## src/rtl/dpll_mode_pkg.sv

```systemverilog
package dpll_mode_pkg;
  typedef enum logic [1:0] {
    M_FREERUN  = 2'd0,
    M_LOCKED   = 2'd1,
    M_HOLDOVER = 2'd2,
    M_DCO      = 2'd3
  } pll_mode_e;
endpackage

```

## src/rtl/dpll_mode_fsm.sv

```systemverilog
module dpll_mode_fsm
  import dpll_mode_pkg::*;
(
  input  logic      clk,
  input  logic      rst,
  input  logic      ref_valid,
  input  logic      dco_req,
  input  logic      hist_valid,
  output pll_mode_e mode_q,
  output pll_mode_e mode_d
);
  always_comb begin
    mode_d = mode_q;
    if (dco_req) mode_d = M_DCO;
    else begin
      unique case (mode_q)
        M_FREERUN:  if (ref_valid) mode_d = M_LOCKED;
        M_LOCKED:   if (!ref_valid) mode_d = hist_valid ? M_HOLDOVER : M_FREERUN;
        M_HOLDOVER: if (ref_valid) mode_d = M_LOCKED;
        M_DCO:      mode_d = M_FREERUN;
        default:    mode_d = M_FREERUN;
      endcase
    end
  end

  always_ff @(posedge clk) begin
    if (rst) mode_q <= M_FREERUN;
    else     mode_q <= mode_d;
  end

  p_dco_override_r8: assert property (@(posedge clk) disable iff (rst)
    dco_req |=> (mode_q == M_DCO));
  p_dco_exit_r9: assert property (@(posedge clk) disable iff (rst)
    ((mode_q == M_DCO) && !dco_req) |=> (mode_q == M_FREERUN));
  p_holdover_hist_r5: assert property (@(posedge clk) disable iff (rst)
    (mode_q == M_HOLDOVER) |-> hist_valid);
endmodule

```

## src/rtl/dpll_holdover_avg.sv

```systemverilog
module dpll_holdover_avg
  import dpll_mode_pkg::*;
#(
  parameter int FW          = 64,
  parameter int QUAL_CYCLES = 16,
  parameter int AVG_SHIFT   = 3
) (
  input  logic          clk,
  input  logic          rst,
  input  pll_mode_e     mode_q,
  input  logic          lf_locked,
  input  logic          ref_valid,
  input  logic [FW-1:0] lf_freq,
  output logic [FW-1:0] hist,
  output logic          hist_valid
);
  localparam int QW = $clog2(QUAL_CYCLES + 1);
  localparam logic [QW-1:0] QMAX = QW'(QUAL_CYCLES);

  logic [QW-1:0]        qcnt;
  logic                 active, qualified;
  logic signed [FW:0]   diff;
  logic signed [FW:0]   step;

  assign active    = (mode_q == M_LOCKED) && lf_locked && ref_valid;
  assign qualified = (qcnt == QMAX);
  assign diff      = $signed({1'b0, lf_freq}) - $signed({1'b0, hist});
  assign step      = diff >>> AVG_SHIFT;

  always_ff @(posedge clk) begin
    if (rst) begin
      qcnt       <= '0;
      hist       <= '0;
      hist_valid <= 1'b0;
    end else begin
      if (!active)        qcnt <= '0;
      else if (!qualified) qcnt <= qcnt + 1'b1;
      if (active && qualified) begin
        hist_valid <= 1'b1;
        if (!hist_valid) hist <= lf_freq;
        else             hist <= hist + step[FW-1:0];
      end
    end
  end

  p_hist_gated_r7: assert property (@(posedge clk) disable iff (rst)
    !(active && qualified) |=> $stable(hist));
  p_qual_bound_r7: assert property (@(posedge clk) disable iff (rst)
    qcnt <= QMAX);
endmodule

```

## src/rtl/dpll_word_sel.sv

```systemverilog
module dpll_word_sel
  import dpll_mode_pkg::*;
#(
  parameter int            FW      = 64,
  parameter logic [FW-1:0] NOMINAL = '0
) (
  input  logic          clk,
  input  logic          rst,
  input  pll_mode_e     mode_d,
  input  logic          lf_locked,
  input  logic [FW-1:0] lf_freq,
  input  logic [FW-1:0] dco_word,
  input  logic [FW-1:0] hist,
  output logic [FW-1:0] freq_word,
  output logic          lock_out
);
  logic [FW-1:0] word_d;

  always_comb begin
    unique case (mode_d)
      M_LOCKED:   word_d = lf_freq;
      M_HOLDOVER: word_d = hist;
      M_DCO:      word_d = dco_word;
      default:    word_d = NOMINAL;
    endcase
  end

  always_ff @(posedge clk) begin
    if (rst) begin
      freq_word <= NOMINAL;
      lock_out  <= 1'b0;
    end else begin
      freq_word <= word_d;
      lock_out  <= (mode_d == M_LOCKED) && lf_locked;
    end
  end
endmodule

```

## src/rtl/dpll_mode_ctrl.sv

```systemverilog
module dpll_mode_ctrl
  import dpll_mode_pkg::*;
#(
  parameter int            FW          = 64,
  parameter int            FRAC_BITS   = 48,
  parameter logic [FW-1:0] NOMINAL     = FW'(1) << FRAC_BITS,
  parameter int            QUAL_CYCLES = 16,
  parameter int            AVG_SHIFT   = 3
) (
  input  logic          clk,
  input  logic          rst,
  input  logic          ref_valid,
  input  logic          lf_locked,
  input  logic [FW-1:0] lf_freq,
  input  logic          dco_req,
  input  logic [FW-1:0] dco_word,
  output logic [FW-1:0] freq_word,
  output logic [1:0]    mode,
  output logic          lock_out
);
  pll_mode_e     mode_q, mode_d;
  logic [FW-1:0] hist;
  logic          hist_valid;

  dpll_mode_fsm u_fsm (
    .clk(clk), .rst(rst), .ref_valid(ref_valid), .dco_req(dco_req),
    .hist_valid(hist_valid), .mode_q(mode_q), .mode_d(mode_d)
  );

  dpll_holdover_avg #(.FW(FW), .QUAL_CYCLES(QUAL_CYCLES), .AVG_SHIFT(AVG_SHIFT)) u_avg (
    .clk(clk), .rst(rst), .mode_q(mode_q), .lf_locked(lf_locked),
    .ref_valid(ref_valid), .lf_freq(lf_freq), .hist(hist), .hist_valid(hist_valid)
  );

  dpll_word_sel #(.FW(FW), .NOMINAL(NOMINAL)) u_sel (
    .clk(clk), .rst(rst), .mode_d(mode_d), .lf_locked(lf_locked),
    .lf_freq(lf_freq), .dco_word(dco_word), .hist(hist),
    .freq_word(freq_word), .lock_out(lock_out)
  );

  assign mode = mode_q;

  p_lock_mode_r10: assert property (@(posedge clk) disable iff (rst)
    lock_out |-> (mode == 2'd1));
  p_freerun_word_r2: assert property (@(posedge clk) disable iff (rst)
    (mode == 2'd0) |-> (freq_word == NOMINAL));
  p_dco_word_r8: assert property (@(posedge clk) disable iff (rst)
    (mode == 2'd3) |-> (freq_word == $past(dco_word)));
  p_holdover_word_r6: assert property (@(posedge clk) disable iff (rst)
    ((mode == 2'd2) && $past(mode == 2'd2)) |-> $stable(freq_word));
endmodule

```

## config.mk

```make
export PLATFORM = sky130hd
export DESIGN_NAME = dpll_mode_ctrl
export DESIGN_NICKNAME = d
export VERILOG_FILES = /design/src/rtl/dpll_mode_pkg.sv /design/src/rtl/dpll_mode_fsm.sv /design/src/rtl/dpll_holdover_avg.sv /design/src/rtl/dpll_word_sel.sv /design/src/rtl/dpll_mode_ctrl.sv
export SDC_FILE = /design/constraint.sdc
export NUM_CORES = 1
export LEC_CHECK = 0
export CORE_MARGIN = 8
export CORE_UTILIZATION = 30
export CTS_BUF_LIST = sky130_fd_sc_hd__clkbuf_4
export CTS_CLUSTER_DIAMETER = 60
export DETAILED_ROUTE_END_ITERATION = 16
export GPL_ROUTABILITY_DRIVEN = 0
export SKIP_CTS_REPAIR_TIMING = 1
export SLEW_MARGIN = 10
export SYNTH_ARGS = -nofsm -noshare
export SYNTH_HDL_FRONTEND = slang
export SYNTH_SLANG_ARGS = --single-unit
```

## constraint.sdc

```tcl
create_clock -name clk -period 6.7 [get_ports clk]
set_input_delay 1.34 -clock clk [delete_from_list [all_inputs] [get_ports clk]]
set_output_delay 1.34 -clock clk [all_outputs]
set_load 0.01 [all_outputs]
```

==> flow_metrics.py, run 1 <==
metrics = {
    "timing": {
        "hold_viol_final": 0,
        "fmax_ghz": 0.156,
        "worst_pin_slew_ps": 1200,
        "period_share_pct": 95.6,
        "final.setup.worst_slack_ps": 295,
        "finalSetupViolations": 0,
        "clock_skew_ps": 29.5,
        "slew_headroom_pct": 19.0,
        "rsz0062_at_grt": "false",
        "slew_violations": 0,
        "period_needed_ps": 6400,
    },
    "route": {
        "drt_iter0_drc": 1377,
        "vias": 14500,
        "drt-vias-per-instance": 5.45,
        "drc": 0,
        "wl_per_cell_um": 19.1,
        "ant_nets": 0,
        "drt_wl_total_um": 50900,
        "drtPass1Iterations": 6,
    },
    "layout": {
        "syn_to_final_growth_pct": 37.2,
        "drive_above_1_share_pct": 18.0,
        "layout.nets": 2366,
    },
    "synth": {
        "synth_area_leader_cell": "dfxtp_1",
        "synth_cells": 1692,
        "ys_types": 86,
        "async_flop_share_pct": 0,
        "ys_top_cells_by_count": "nor2_1 (206), a21oi_1 (175), dfxtp_1 (137), ha_1 (129), nand2_1 (121)",
        "syn_area_um2": 12900,
        "synth.area.top_cells": "dfxtp_1 (21%), ha_1 (13%), a21oi_1 (6.8%), nor2_1 (6.0%), xnor2_1 (5.3%)",
        "synth_top_area_share_pct": 21.2,
        "yosysWarnings": 0,
        "ys_ff_latch": 137,
        "synth_edf_count": 0,
        "synth_nets": 1955,
        "yosysSeqAreaShare_pct": 21.2,
        "synth-main-ff-cell": "dfxtp_1",
        "syn_area_per_cell_um2": 7.63,
        "yosysMostFrequentCell": "nor2_1",
    },
    "pwr": {
        "finalPower_mw": 2.30,
        "ir_worst_vdd_v": 0.000118,
        "powerDensity_nw_per_um2": 130,
        "p_leak_nw": 7.22,
    },
    "die": {
        "start_util_pct": 30.2,
        "ioPinCount": 200,
        "die_w_um": 223,
        "core-area_um2": 42800,
        "rows": 76,
        "dieArea_um2": 49900,
        "die_y_um": 223,
    },
    "setup_path": {
        "cp_slowest_cell": "clkdlybuf4s50_1",
        "slowest_delay_ps": 460,
        "cp-end-kind": "flop",
        "crit_fanout": 6,
        "crit_required_ps": 7240,
        "critical_path_class": "input port to flop",
        "startpoint_type": "input port",
        "cp_common_cell": "a21oi_1",
        "cp_data_arrival_time_ps": 6950,
    },
    "global_route": {
        "overflow": 0,
        "first_global_vias": 14400,
        "grt_antenna_before_repair": 1,
        "grt_max_degree": 78,
        "grt_pass1_wl_um": 79200,
        "gr-usage-all-layers_pct": 19.7,
    },
    "place": {
        "portBuffers": 199,
        "dpl.hpwl_um": 39500,
        "dp_worst_setup_slack_ps": -475,
    },
    "cts": {
        "cts_sinks": 137,
        "clock_path_buffers": 2,
        "clockRootBuffer": "clkbuf_4",
        "cts.clk_slew.worst_paths_ps": 130,
        "h-tree-depth": 4,
        "cts_tree": "built",
        "cts_buffers": 17,
        "insertion_delay_ps": 660,
    },
    "flow_run": {
        "maxCapViolCount": 0,
    },
    "run_status": {
        "status": "complete, no violations",
    },
    "min_path": {
        "hold_path.class": "flop to flop",
    },
}
[layer usage]
layer / global-route usage [%] / up-vias / wire length (um)
met2: 33.3 / 485 / 24100
met3: 2.95 / 71 / 3000
met5: 0 / - / 0
li1: - / 7056 / -
met4: 7.14 / 0 / 1270
met1: 25.1 / 6909 / 22500
[per-stage QoR]
step / cell area [um^2] / setup TNS (ps) / cells / util (%) / hold slack (ps)
6_report: 17700 / 0 / 2662 / 41.4 / 528
5_1_grt: 17700 / 0 / 2662 / 41.4 / 538
3_3_place_gp: 17400 / -4710 / 2630 / 40.7 / 486
4_1_cts: 17700 / 0 / 2661 / 41.4 / 520
2_1_floorplan: 12900 / 0 / 1692 / - / 453
3_5_place_dp: 17400 / -5650 / 2630 / 40.7 / 502
[power by group]
part           internal (mW)  switching (mW)  total [mW]
combinational          0.421           0.427       0.848
clock                  0.252           0.357       0.608
sequential             0.837         0.00702       0.844
total                   1.51           0.791        2.30
[cells in the final DEF (no fill, tap or decap), types with 6 or more instances in the layout]
cell and n:
a211oi_1 58, a21o_1 58, a21oi_1 174, a21oi_2 6, a221oi_1 11, a222oi_1 63, a31oi_1 13, and2_1 8
and3_1 13, buf_4 301, clkbuf_4 17, clkdlybuf4s50_1 197, dfxtp_1 136, ha_1 129, inv_1 100, mux2i_1 33
nand2_1 121, nand2b_1 6, nand3_1 31, nand4_1 33, nor2_1 206, nor2b_1 16, nor3_1 20, nor4_1 6
o211ai_1 14, o21a_1 11, o21ai_0 62, o21ai_1 7, o21ai_2 7, o21bai_1 26, or3_1 7, xnor2_1 78
xor2_1 42
[critical path, delay by kind of cell]
kind                       cells  cell delay, ps
adders and majority gates      2             730
buffers and inverters          4             990
xor gates and xnor gates       1             150
AOI/OAI and AO/OA             16            3320
and+or+nand+nor                5             430
[state kept, by name, indices dropped and copies added, names as in the netlist]
name and cells:
u_avg.hist 64, u_fsm.mode_q 2, u_sel.freq_word 64, u_avg.hist_valid 1, u_avg.qcnt 5, u_sel.lock_out 1
[worst paths after layout]
kind	from	to	slack (ps)	depth (start not counted)
max	lf_freq[19]	u_avg.hist[62]$_SDFFE_PP0P_	300	28
min	u_avg.qcnt[4]$_SDFFE_PP0N_	u_avg.qcnt[4]$_SDFFE_PP0N_	530	2
max reg2reg	u_avg.hist[19]$_SDFFE_PP0P_	u_avg.hist[62]$_SDFFE_PP0P_	930	28
min reg2reg	u_avg.qcnt[4]$_SDFFE_PP0N_	u_avg.qcnt[4]$_SDFFE_PP0N_	530	2
[cell families (layout without fill, tap and decap cells)]
family	Yosys count	after routing	synth area share (%)
AO/OA/AOI/OAI	570	570	31.7
AND/OR/NAND/NOR	493	493	17.4
buffers and inverters	209	632	6.31
flip-flops	137	137	21.2
adder cells (fa/ha/maj)	130	130	12.7
XOR/XNOR	120	120	8.14
multiplexers	33	33	2.56
other	0	1	0
[final cells by class]
type | instances | area (um^2)
fillers | 4413 | 25100
multi-input cells | 1346 | 9370
repair buffers | 500 | 4240
flip-flops and latches | 137 | 2740
well taps | 546 | 683
inverters | 101 | 379
clock inverters | 14 | 158
clock buffers | 17 | 128
diodes | 1 | 2.50
No activity file was read; power rests on OpenSTA's default activity.
==> run 2: changes to the inputs <==
--- a/config.mk
+++ b/config.mk
@@ -5,6 +5,7 @@
 export SDC_FILE = /design/constraint.sdc
 export NUM_CORES = 1
 export LEC_CHECK = 0
+export CAP_MARGIN = 20
 export CORE_MARGIN = 8
 export CORE_UTILIZATION = 30
 export CTS_BUF_LIST = sky130_fd_sc_hd__clkbuf_4
@@ -15,4 +16,5 @@
 export SLEW_MARGIN = 10
 export SYNTH_ARGS = -nofsm -noshare
 export SYNTH_HDL_FRONTEND = slang
+export SYNTH_HIERARCHICAL = 1
 export SYNTH_SLANG_ARGS = --single-unit
==> run 2 against run 1 <==
  * Register-to-register slack better by 50 ps
  * Maximum frequency down 0.11%
  * Global-route usage down 1.6 points
==> flow_metrics.py, run 2 <==
metrics = {
    "run_status": {
        "status": "complete, no violations",
    },
    "layout": {
        "final_common_cell": "a21oi_1",
        "drive_above_1_share_pct": 14.4,
        "final_area_um2": 17400,
        "final_cell_mix": "a21oi_1 (220), buf_4 (202), clkdlybuf4s50_1 (198)",
        "syn_to_final_growth_pct": 29.4,
        "layout.nets": 2273,
        "reg_top3": "u_avg/hist x64, u_sel/freq_word x64, u_avg/qcnt x5",
    },
    "cts": {
        "h-tree-depth": 4,
        "cts_tree": "built",
        "cts_buffers": 17,
        "cts_sinks": 137,
        "insertion_delay_ps": 660,
        "clock_path_buffers": 2,
        "clockRootBuffer": "clkbuf_4",
        "cts.clk_slew.worst_paths_ps": 150,
    },
    "timing": {
        "fmax_ghz": 0.156,
        "hold_viol_final": 0,
        "period_share_pct": 95.7,
        "final.setup.worst_slack_ps": 288,
        "rsz0062_at_grt": "false",
        "period_needed_ps": 6410,
        "hold_ws_ps": 525,
        "slew_headroom_pct": 28.8,
        "finalSetupViolations": 0,
        "worst_pin_slew_ps": 1050,
        "clock_skew_ps": 28.7,
        "slew_violations": 0,
    },
    "setup_path": {
        "crit_fanout": 4,
        "crit_required_ps": 7250,
        "startpoint_type": "input port",
        "cp_data_arrival_time_ps": 6960,
        "r2r_slack_ps": 980,
        "cp-end-kind": "flop",
        "critical_path_class": "input port to flop",
    },
    "pwr": {
        "combPwrFrac_pct": 38.2,
        "powerDensity_nw_per_um2": 133,
        "p_int_mw": 1.47,
        "power_frac_seq_pct": 36.9,
        "p_clk_share_pct": 24.9,
        "switching_share_pct": 37.0,
        "ir_worst_vdd_v": 0.0000889,
        "p_leak_nw": 7.12,
        "p_sw_uw": 859,
    },
    "route": {
        "drt_iter0_drc": 934,
        "drt_wl_total_um": 48700,
        "drc": 0,
        "drt-vias-per-instance": 5.38,
        "vias": 14100,
        "wl_per_cell_um": 18.6,
        "drtPass1Iterations": 7,
        "ant_nets": 0,
    },
    "die": {
        "start_util_pct": 30.4,
        "die_y_um": 228,
        "ioPinCount": 200,
        "dieArea_um2": 51900,
        "core-area_um2": 44200,
        "die_w_um": 228,
        "rows": 77,
    },
    "synth": {
        "ys_top_cells_by_count": "a21oi_1 (221), dfxtp_1 (137), ha_1 (129), nor2_1 (125), a211oi_1 (107)",
        "synth_edf_count": 0,
        "synth.area.top_cells": "dfxtp_1 (20%), ha_1 (12%), a21oi_1 (8.2%), mux2i_1 (7.3%), a211oi_1 (6.0%)",
        "ys_types": 92,
        "yosysSeqAreaShare_pct": 20.4,
        "yosysWarnings": 6,
        "syn_area_per_cell_um2": 7.99,
        "ys_ff_latch": 137,
        "yosysMostFrequentCell": "a21oi_1",
        "synth_top_area_share_pct": 20.4,
        "synth_nets": 1947,
        "syn_area_um2": 13500,
        "async_flop_share_pct": 0,
        "synth_cells": 1684,
        "synth_area_leader_cell": "dfxtp_1",
        "synth-main-ff-cell": "dfxtp_1",
    },
    "global_route": {
        "grt_pass1_wl_um": 77000,
        "grt_max_degree": 86,
        "first_global_vias": 13900,
        "gr-usage-all-layers_pct": 18.1,
        "grt_antenna_before_repair": 2,
        "overflow": 0,
    },
    "place": {
        "dpl.hpwl_um": 38200,
        "dp_worst_setup_slack_ps": -369,
        "portBuffers": 199,
        "dpl-instance-area_um2": 17100,
    },
    "flow_run": {
        "maxCapViolCount": 0,
    },
    "min_path": {
        "hold_path.class": "flop to flop",
    },
}
-- run 2: final cells by class --
type | count | area (um^2)
diodes | 2 | 5.00
clock buffers | 17 | 128
clock inverters | 15 | 139
fillers | 4481 | 26800
inverters | 92 | 345
multi-input cells | 1360 | 9780
flip-flops and latches | 137 | 2750
well taps | 592 | 741
repair buffers | 402 | 3530
-- run 2: per-stage QoR --
stage / setup TNS, ps / power, mW / util (%) / instances
after floorplan: 0 / 1.39 / - / 1684
after global placement: -2350 / 1.75 / 38.7 / 2582
after detailed placement: -3740 / 1.75 / 38.7 / 2583
after CTS: 0 / 2.35 / 39.3 / 2615
after global routing: 0 / 2.46 / 39.4 / 2617
final: 0 / 2.32 / 39.4 / 2617
-- run 2: final timing paths --
kind,startpoint,end,cells after the start
hold / removal,u_avg/hist[53]$_SDFFE_PP0P_,u_avg/hist[53]$_SDFFE_PP0P_,2
hold reg to reg,u_avg/hist[53]$_SDFFE_PP0P_,u_avg/hist[53]$_SDFFE_PP0P_,2
setup / recovery,lf_freq[8],u_avg/hist[60]$_SDFFE_PP0P_,26
setup reg to reg,u_avg/hist[8]$_SDFFE_PP0P_,u_avg/hist[60]$_SDFFE_PP0P_,26
-- run 2: worst max-delay path, cell delays in order --
cell             delay, ps
clkdlybuf4s50_1        460
ha_1                   350
a21oi_1                270
o211ai_1               160
a41oi_1                300
o21ai_2                140
buf_4                  170
nand2_1                 50
nand2_1                100
a21oi_1                240
nor2b_1                100
o21a_1                 190
nor2_1                 110
xnor2_1                130
ha_1                   300
a21oi_1                290
o21ai_0                120
or3_1                  310
a211o_1                270
a31o_2                 270
a221oi_2               240
buf_4                  180
o41ai_4                110
a41oi_2                270
xor2_1                 120
a2111oi_2              360
-- run 2: cells by family (layout without fill, tap and decap cells) --
family,Yosys count,after routing,share of synthesized area (%)
XOR/XNOR,122,122,7.94
AND/OR/NAND/NOR,380,380,13.6
adder cells (fa/ha/maj),130,130,12.1
other,0,2,0
buffers and inverters,187,526,7.29
AO/OA/AOI/OAI,629,629,31.3
flip-flops,137,137,20.4
multiplexers,99,99,7.37
-- run 2: routing by layer --
layer  track usage, %  up-vias  wire length (um)
li1                 -     6883                 -
met5                0        -                 0
met1             23.8     6664             22400
met2             29.8      452             22400
met4             6.50        0              1290
met3             2.77       77              2650
-- run 2: power groups by stage --
stage	Combinational, mW	Sequential, mW	Clock (mW)
floorplan	0.493	0.893	0
global placement	0.871	0.876	0
global route	0.959	0.862	0.638
detailed placement	0.876	0.877	0
CTS	0.882	0.859	0.609
finish	0.887	0.858	0.579
==> run 3: changes to the inputs <==
--- a/config.mk
+++ b/config.mk
@@ -6,6 +6,7 @@
 export NUM_CORES = 1
 export LEC_CHECK = 0
 export CAP_MARGIN = 20
+export CORE_ASPECT_RATIO = 1.1
 export CORE_MARGIN = 8
 export CORE_UTILIZATION = 30
 export CTS_BUF_LIST = sky130_fd_sc_hd__clkbuf_4
==> run 3 against run 2 <==
  * Flip-flop and latch count is the same
  * Critical endpoint is now u_avg/hist[56]$_SDFFE_PP0P_
  * Setup slack gained 73 ps
  * Core utilization shrank 0.11 points
  * Hold slack lost 11 ps
  * Final area is essentially flat
  * Non-clock buffer count shrank 3
  * Global-route usage shrank 0.59 points
  * Clock power grew 15%
  * Highest routed layer unchanged
  * Via count shrank 1.7%
  * Critical path type unchanged
  * Critical path depth shrank 2
  * First-iteration DRC count shrank 17%
==> flow_metrics.py, run 3 (same netlist as run 2, synthesis figures left out) <==
metrics = {
    "run_status": {
        "status": "complete, no violations",
    },
    "timing": {
        "slew_headroom_pct": 38.4,
        "fmax_ghz": 0.158,
        "period_share_pct": 94.6,
        "worst_pin_slew_ps": 925,
        "slew_violations": 0,
        "clock_skew_ps": 32.8,
        "period_needed_ps": 6340,
        "rsz0062_at_grt": "false",
        "finalSetupViolations": 0,
        "final.setup.worst_slack_ps": 361,
        "hold_viol_final": 0,
    },
    "route": {
        "drt_wl_total_um": 46400,
        "drt-vias-per-instance": 5.32,
        "drtPass1Iterations": 5,
        "vias": 13800,
        "drt_iter0_drc": 773,
        "ant_nets": 0,
        "drc": 0,
        "wl_per_cell_um": 17.8,
    },
    "die": {
        "dieArea_um2": 51900,
        "rows": 81,
        "die_y_um": 238,
        "core-area_um2": 44400,
        "die_w_um": 218,
        "ioPinCount": 200,
        "start_util_pct": 30.3,
    },
    "setup_path": {
        "crit_required_ps": 7260,
        "cp_num_cells": 24,
        "endpoint": "u_avg/hist[56]$_SDFFE_PP0P_",
        "r2r_slack_ps": 1040,
        "cp_common_cell": "a21oi_1",
        "cp_slowest_cell": "a2111oi_2",
        "critPathBufInv": 3,
        "slowest_delay_ps": 490,
        "critical-path-top-delay-family": "compound AO/OA/AOI/OAI gates",
        "path_cells": "clkdlybuf4s50_1 > ha_1 > nand4_1 > nor4_1 > buf_4 > o21ai_1 > o211ai_1 > a311oi_1 > buf_4 > a2111oi_2 > nor2b_1 > o21ai_1 > a21oi_1 > xnor2_1 > ha_1 > a21oi_1 > o21bai_1 > a21oi_1 > o21ai_0 > a21oi_1 > o41ai_4 > a31oi_1 > xor2_1 > a2111oi_2",
        "critical_path_class": "input port to flop",
        "worstSetupStartpoint": "lf_freq[19]",
        "reg2reg_depth": 24,
        "startpoint_type": "input port",
        "cp-end-kind": "flop",
        "worst_r2r_endpoint": "u_avg/hist[56]$_SDFFE_PP0P_",
        "cp_data_arrival_time_ps": 6900,
        "crit_fanout": 7,
        "regToRegStartpoint": "u_avg/hist[19]$_SDFFE_PP0P_",
    },
    "pwr": {
        "p_clk_share_pct": 27.7,
        "powerDensity_nw_per_um2": 138,
        "p_sw_uw": 826,
        "p_int_mw": 1.58,
        "power_frac_seq_pct": 35.7,
        "p_leak_nw": 7.12,
        "ir_worst_vdd_v": 0.000101,
        "combPwrFrac_pct": 36.6,
        "switching_share_pct": 34.4,
    },
    "layout": {
        "syn_to_final_growth_pct": 29.5,
        "instances_no_fill": 2601,
        "layout.nets": 2270,
        "reg_top3": "u_avg/hist x64, u_sel/freq_word x64, u_avg/qcnt x5",
        "final_common_cell": "a21oi_1",
        "final_cell_mix": "a21oi_1 (221), clkdlybuf4s50_1 (198), buf_4 (197)",
        "drive_above_1_share_pct": 14.1,
    },
    "cts": {
        "cts.clk_slew.worst_paths_ps": 140,
        "cts_tree": "built",
        "insertion_delay_ps": 660,
        "cts_buffers": 17,
        "clock_path_buffers": 2,
        "cts_sinks": 137,
        "h-tree-depth": 4,
        "clockRootBuffer": "clkbuf_4",
    },
    "flow_run": {
        "maxCapViolCount": 0,
    },
    "place": {
        "dpl.hpwl_um": 36200,
        "dp_worst_setup_slack_ps": -321,
        "portBuffers": 199,
        "dpl.cell_count": 2568,
    },
    "global_route": {
        "grt_pass1_wl_um": 73900,
        "grt_max_degree": 103,
        "grt_antenna_before_repair": 1,
        "overflow": 0,
        "first_global_vias": 14000,
        "gr-usage-all-layers_pct": 17.5,
    },
    "min_path": {
        "hold_path.class": "flop to flop",
    },
}
-- run 3: changes by cell type in the layout (fill, tap and decap cells not counted), moves of 2 or more --
| cell | before | now |
|---|---|---|
| buf_4 | 202 | 197 |
| inv_6 | 6 | 1 |
| bufinv_16 | 1 | 4 |
| clkbuf_4 | 17 | 19 |
-- run 3: per-layer routing --
metal	global-route usage [%]	wire (um)
met1	22.2	21000
met2	29.6	22000
met3	2.61	2030
met4	6.68	1270
met5	0	0
-- run 3: through the flow --
stage | utilization [%] | hold slack, ps | area, um^2 | power, mW | setup TNS, ps
final | 39.3 | 514 | 17400 | 2.40 | 0
after floorplan | - | 462 | 13500 | 1.39 | 0
after CTS | 39.2 | 519 | 17400 | 2.44 | 0
after global routing | 39.3 | 541 | 17400 | 2.55 | 0
after global placement | 38.5 | 490 | 17100 | 1.74 | -1540
after detailed placement | 38.5 | 502 | 17100 | 1.75 | -3420
-- run 3: power groups by stage --
stage / clock network (mW) / logic, mW / registers [mW]
after floorplan: 0 / 0.493 / 0.893
after CTS: 0.703 / 0.878 / 0.858
final: 0.666 / 0.879 / 0.857
after global routing: 0.734 / 0.957 / 0.861
after global placement: 0 / 0.866 / 0.875
after detailed placement: 0 / 0.872 / 0.876
-- run 3: worst reg2reg max path, cell delays in order, from the launching register on --
cell,delay [ps]
dfxtp_1,430
inv_1,60
ha_1,400
nand4_1,180
nor4_1,340
buf_4,160
o21ai_1,100
o211ai_1,340
a311oi_1,150
buf_4,170
a2111oi_2,490
nor2b_1,140
o21ai_1,300
a21oi_1,140
xnor2_1,140
ha_1,300
a21oi_1,220
o21bai_1,90
a21oi_1,190
o21ai_0,120
a21oi_1,250
o41ai_4,160
a31oi_1,220
xor2_1,100
a2111oi_2,380
-- run 3: how the worst min path moves through the flow --
stage                                     start                          end  slack, ps  depth (start not counted)
CTS                 u_avg/hist[53]$_SDFFE_PP0P_  u_avg/hist[53]$_SDFFE_PP0P_        520                          2
global placement     u_avg/qcnt[4]$_SDFFE_PP0N_   u_avg/qcnt[4]$_SDFFE_PP0N_        490                          2
floorplan           u_avg/hist[53]$_SDFFE_PP0P_  u_avg/hist[53]$_SDFFE_PP0P_        460                          2
finish              u_avg/hist[53]$_SDFFE_PP0P_  u_avg/hist[53]$_SDFFE_PP0P_        510                          2
detailed placement  u_avg/hist[53]$_SDFFE_PP0P_  u_avg/hist[53]$_SDFFE_PP0P_        500                          2
global route        u_avg/hist[53]$_SDFFE_PP0P_  u_avg/hist[53]$_SDFFE_PP0P_        540                          2
-- run 3: area by class of cell --
type | count | area (um^2)
antenna | 1 | 2.50
clock buffer | 19 | 143
clock inverter | 12 | 175
fill | 4603 | 27000
inverter | 92 | 345
multi-input combinational | 1360 | 9780
sequential | 137 | 2750
tap | 581 | 727
timing repair buffer | 399 | 3520
